## src/rtl/slck_pkg.sv

```systemverilog
package slck_pkg;
  localparam int unsigned DW       = 32;
  localparam int unsigned AW       = 2;
  localparam int unsigned KEY_W    = 16;
  localparam logic [KEY_W-1:0] UNLOCK_KEY = 16'h16AA;

  typedef enum logic [AW-1:0] {
    REG_SRC    = 2'd0,
    REG_PRESC  = 2'd1,
    REG_GATE   = 2'd2,
    REG_STATUS = 2'd3
  } reg_addr_e;
endpackage

```

## src/rtl/slck_regs.sv

```systemverilog
module slck_regs
  import slck_pkg::*;
#(
  parameter int unsigned PW = 5
) (
  input  logic          clk,
  input  logic          rst_n,
  input  logic          wr,
  input  logic [AW-1:0] addr,
  input  logic [DW-1:0] wdata,
  output logic [DW-1:0] rdata,
  output logic          src_ext,
  output logic [PW-1:0] presc,
  output logic          gate,
  output logic          key_err,
  output logic          restart
);
  logic key_ok, src_wr, presc_wr, gate_wr, stat_wr;

  always_comb begin
    key_ok   = (wdata[DW-1 -: KEY_W] == UNLOCK_KEY);
    src_wr   = wr && (addr == REG_SRC);
    presc_wr = wr && (addr == REG_PRESC);
    gate_wr  = wr && (addr == REG_GATE);
    stat_wr  = wr && (addr == REG_STATUS);
    restart  = (src_wr && key_ok && (wdata[0] != src_ext)) ||
               (presc_wr && (wdata[PW-1:0] != presc));
  end

  always_ff @(posedge clk or negedge rst_n) begin
    if (!rst_n) begin
      src_ext <= 1'b0;
      presc   <= '0;
      gate    <= 1'b0;
      key_err <= 1'b0;
    end else begin
      if (src_wr && key_ok) src_ext <= wdata[0];
      if (presc_wr)         presc   <= wdata[PW-1:0];
      if (gate_wr)          gate    <= wdata[0];
      if (src_wr && !key_ok)            key_err <= 1'b1;
      else if (stat_wr && wdata[0])     key_err <= 1'b0;
    end
  end

  always_comb begin
    rdata = '0;
    unique case (addr)
      REG_SRC:    rdata[0]    = src_ext;
      REG_PRESC:  rdata[PW-1:0] = presc;
      REG_GATE:   rdata[0]    = gate;
      REG_STATUS: rdata[0]    = key_err;
      default:    rdata       = '0;
    endcase
  end
endmodule

```

## src/rtl/slck_div.sv

```systemverilog
module slck_div #(
  parameter int unsigned PW = 5
) (
  input  logic          clk,
  input  logic          rst_n,
  input  logic          en,
  input  logic          restart,
  input  logic [PW-1:0] presc,
  output logic          tick
);
  logic [PW-1:0] cnt;

  always_ff @(posedge clk or negedge rst_n) begin
    if (!rst_n) begin
      cnt  <= '0;
      tick <= 1'b0;
    end else if (restart) begin
      cnt  <= '0;
      tick <= 1'b0;
    end else if (en) begin
      if (cnt == presc) begin
        cnt  <= '0;
        tick <= 1'b1;
      end else begin
        cnt  <= cnt + 1'b1;
        tick <= 1'b0;
      end
    end else begin
      tick <= 1'b0;
    end
  end
endmodule

```

## src/rtl/slck_mux.sv

```systemverilog
module slck_mux (
  input  logic clk,
  input  logic rst_n,
  input  logic ext_en,
  input  logic restart,
  input  logic src_ext,
  input  logic div_tick,
  input  logic gate,
  output logic slow_tick,
  output logic out_tick
);
  logic ext_q;

  always_ff @(posedge clk or negedge rst_n) begin
    if (!rst_n)       ext_q <= 1'b0;
    else if (restart) ext_q <= 1'b0;
    else              ext_q <= ext_en;
  end

  always_comb begin
    slow_tick = src_ext ? ext_q : div_tick;
    out_tick  = slow_tick & gate;
  end
endmodule

```

## src/rtl/slow_clk_sel.sv

```systemverilog
module slow_clk_sel
  import slck_pkg::*;
#(
  parameter int unsigned PW = 5
) (
  input  logic          clk,
  input  logic          rst_n,
  input  logic          wr,
  input  logic [AW-1:0] addr,
  input  logic [DW-1:0] wdata,
  output logic [DW-1:0] rdata,
  input  logic          int_en,
  input  logic          ext_en,
  output logic          slow_tick,
  output logic          out_tick,
  output logic          gate_en
);
  logic          src_q, gate_q, key_err_q, restart, div_tick;
  logic [PW-1:0] presc_q;

  slck_regs #(.PW(PW)) u_regs (
    .clk(clk), .rst_n(rst_n), .wr(wr), .addr(addr), .wdata(wdata),
    .rdata(rdata), .src_ext(src_q), .presc(presc_q), .gate(gate_q),
    .key_err(key_err_q), .restart(restart)
  );

  slck_div #(.PW(PW)) u_div (
    .clk(clk), .rst_n(rst_n), .en(int_en & ~src_q), .restart(restart),
    .presc(presc_q), .tick(div_tick)
  );

  slck_mux u_mux (
    .clk(clk), .rst_n(rst_n), .ext_en(ext_en), .restart(restart),
    .src_ext(src_q), .div_tick(div_tick), .gate(gate_q),
    .slow_tick(slow_tick), .out_tick(out_tick)
  );

  assign gate_en = gate_q;
endmodule

```

## config.mk

```make
export PLATFORM = sky130hd
export DESIGN_NAME = slow_clk_sel
export DESIGN_NICKNAME = d
export VERILOG_FILES = /design/src/rtl/slck_pkg.sv /design/src/rtl/slck_regs.sv /design/src/rtl/slck_div.sv /design/src/rtl/slck_mux.sv /design/src/rtl/slow_clk_sel.sv
export SDC_FILE = /design/constraint.sdc
export NUM_CORES = 1
export LEC_CHECK = 0
export CORE_MARGIN = 5
export CORE_UTILIZATION = 30
export DETAILED_ROUTE_END_ITERATION = 12
export DONT_BUFFER_PORTS = 1
export GPL_TIMING_DRIVEN = 1
export PLACE_DENSITY = 0.44
export SYNTH_ARGS = -nofsm -noshare
export SYNTH_HDL_FRONTEND = slang
export SYNTH_SLANG_ARGS = --single-unit
```

## constraint.sdc

```tcl
create_clock -name clk -period 1.5 [get_ports clk]
set_input_delay 0.45 -clock clk [delete_from_list [all_inputs] [get_ports clk]]
set_output_delay 0.45 -clock clk [all_outputs]
set_load 0.02 [all_outputs]
```

==> flow_summary.ini <==
[global_route]
overflow = 0
antenna_found_initial = 0
grt_start_max_net_pins = 16
grt_pass1_vias = 792
grt_usage_pct = 8.824
grt_pass1_wl_mm = 3.677

[placed_design]
gp_congestion = 0.6770
io_buffers = 0
post-dp-hpwl_mm = 1.987

[setup_path]
slowest_stage = mux4_2
crit_chain = mux4_2
required_ps = 1050
crit_buf_inv = 0
critPathCaptureType = output pin
crit_family = multiplexers
critPathArrivalTime_ps = 1220
r2r_slack_ps = 130
rr_endpoint = u_div.cnt[3]
rr_startpoint = u_regs.presc[2]
max_stage_delay_ps = 550
crit_type = reg -> out
crit_path_start_kind = flop
cp_max_fo = 4
reg2regPathDepth = 5

[sta]
maxSlewViolCount = 0
rsz0062_at_grt = yes
setup_viol = 3
worst_pin_slew_ps = 738.7
period_minus_slack_ps = 1666
setup_ws_ps = -166.5
finalCritPeriodShare_pct = 111.1
hold_viol_final = 0
slew_headroom_pct = 50.59
hold_ws_ps = 289.6
finClkSkew_ps = 2.791
max_freq_ghz = 0.6001

[run]
drv_cap = 0

[cts]
clock-root-buffer = clkbuf_8
htreeDepth = 1
clk_latency_ps = 240
clkSlewWorstSetupHoldPaths_ps = 60
clockBufferDepth = 2
clock_sink_count = 15
cts_tree = yes
cts_buffers = 3

[route]
firstDrtPassIters = 4
met3_wirelength_um = 176
drc = 0
antenna_left = 0
wl_mm = 2.375
wire_per_inst_um = 13.73
met2_wirelength_mm = 1.276
drtIter0Drc = 15
vias = 776
top_layer_used = met4
routed_via_density = 4.486
drt-met1-wl_um = 900

[worst_hold_path]
holdPathEnd = u_regs.key_err
hold_path.class = in -> reg
worstHoldStart = addr[1]
holdPathStages = 1

[die]
placementRows = 22
die_y_um = 72.18
dieArea_um2 = 5210
boundaryPins = 74
fp.coreArea_um2 = 3716
die_width_um = 72.18
start_util_pct = 31.21

[power]
max-vdd-ir-drop_uv = 353.2
p_per_area_nw_per_um2 = 1064
p_leak_nw = 0.5758
total_power_mw = 1.358

[final_layout]
syn_to_final_growth_pct = 10.03
nNetsFinal = 166
antenna_cells = 0
layout-drive-gt1-share_pct = 23.20

[synth]
ys_warn_count = 0
synthFlopType = dfrtp_1
ys_async_sr_fraction_pct = 100.0
synth_area_um2 = 1160
synth_area_per_cell_um2 = 10.54
seq_area_frac_synth_pct = 32.36
synth_edf_count = 0
synth_cell_types = 34
syn_inst = 110
yosys_register_bits = 15

[outcome]
violations = negative setup slack
outcome = finished with violations
## layer usage
metal  track usage [%]  up-vias
li1                  -      366
met1             10.43      367
met2             14.86       37
met3             2.216        6
met4             4.175        0
met5                 0        -
## layout by cell type, fill, tap and decap left out, types with 2 or more instances in the layout
master and n:
a211oi_1 2, and2_1 4, and4bb_1 2, buf_4 11, clkbuf_8 3, conb_1 27, dfrtp_1 15, mux2_1 7
nand2_1 6, nand3_1 2, nand4_1 2, nor2b_2 2, nor3_2 2, nor3b_1 2, nor4_1 3, xnor2_1 7
xor2_1 6
## logic make-up (layout without fill, tap and decap cells)
| logic type | Yosys count | after routing | share of synthesized area [%] |
|---|---|---|---|
| DFF | 15 | 15 | 32.36 |
| buffers and inverters | 27 | 16 | 17.48 |
| muxes | 9 | 9 | 9.709 |
| AOI/OAI and AO/OA | 7 | 7 | 4.313 |
| xor gates and xnor gates | 14 | 14 | 10.57 |
| other | 1 | 27 | 0.3233 |
| adders and majority gates | 1 | 1 | 1.079 |
| and+or+nand+nor | 36 | 36 | 24.16 |
## sequential cells by signal, indices dropped and copies added (netlist names)
name / count
u_regs.key_err: 1
u_mux.ext_q: 1
u_regs.src_ext: 1
u_regs.gate: 1
u_regs.presc: 5
u_div.tick: 1
u_div.cnt: 5
## power by group
group	internal [mW]	switching (mW)
logic	0.199	0.260
registers	0.484	0.0839
clock network	0.188	0.143
total	0.871	0.487
## synth_stat cells (all sizes together) (3+ instances only)
cell type	instances	area, um^2
nor2b	3	21.27
nor3	3	25.02
xnor2	8	70.07
nor4	4	40.04
and2	5	31.28
buf	27	202.7
nand4	3	25.02
nand2	7	33.78
xor2	6	52.55
mux2	8	90.09
and4bb	3	37.53
dfrtp	15	375.4
## area by class of cell
cell class / count / area [um^2]
clock buffers: 4 / 45.04
fillers: 401 / 2440
multi-input cells: 94 / 703.2
flip-flops and latches: 15 / 375.4
well taps: 48 / 60.06
repair buffers: 12 / 92.59
## per-stage QoR
step           cells  TNS (ps)  setup WS, ps  area [um^2]  utilization [%]
2_1_floorplan    136         0         1.262         1262                -
3_3_place_gp     166    -432.7        -64.80         1187            31.95
3_5_place_dp     166    -704.6        -103.5         1187            31.95
4_1_cts          173    -465.0        -177.2         1260            33.91
5_1_grt          173    -582.9        -209.8         1276            34.34
6_report         173    -434.3        -166.5         1276            34.34
## how the worst max path moves through the flow
stage,from,cells after the start,end
after floorplan,wdata[18],4,u_regs.src_ext
after global placement,wdata[24],5,u_div.cnt[4]
after detailed placement,wdata[31],5,u_div.cnt[2]
after CTS,u_regs.src_ext,1,rdata[0]
after global routing,u_regs.src_ext,1,rdata[0]
final,u_regs.src_ext,1,rdata[0]
## repair_timing
item                                    CTS  global route
cloned                                    0             0
setup buffers                             2             0
endpoints found under the hold margin    15             0
pin swaps                                 0             1
resized for setup                         2             3
hold buffers                              1             0
endpoints found under the setup margin    3             6
Power figures use the tool's default switching activity.
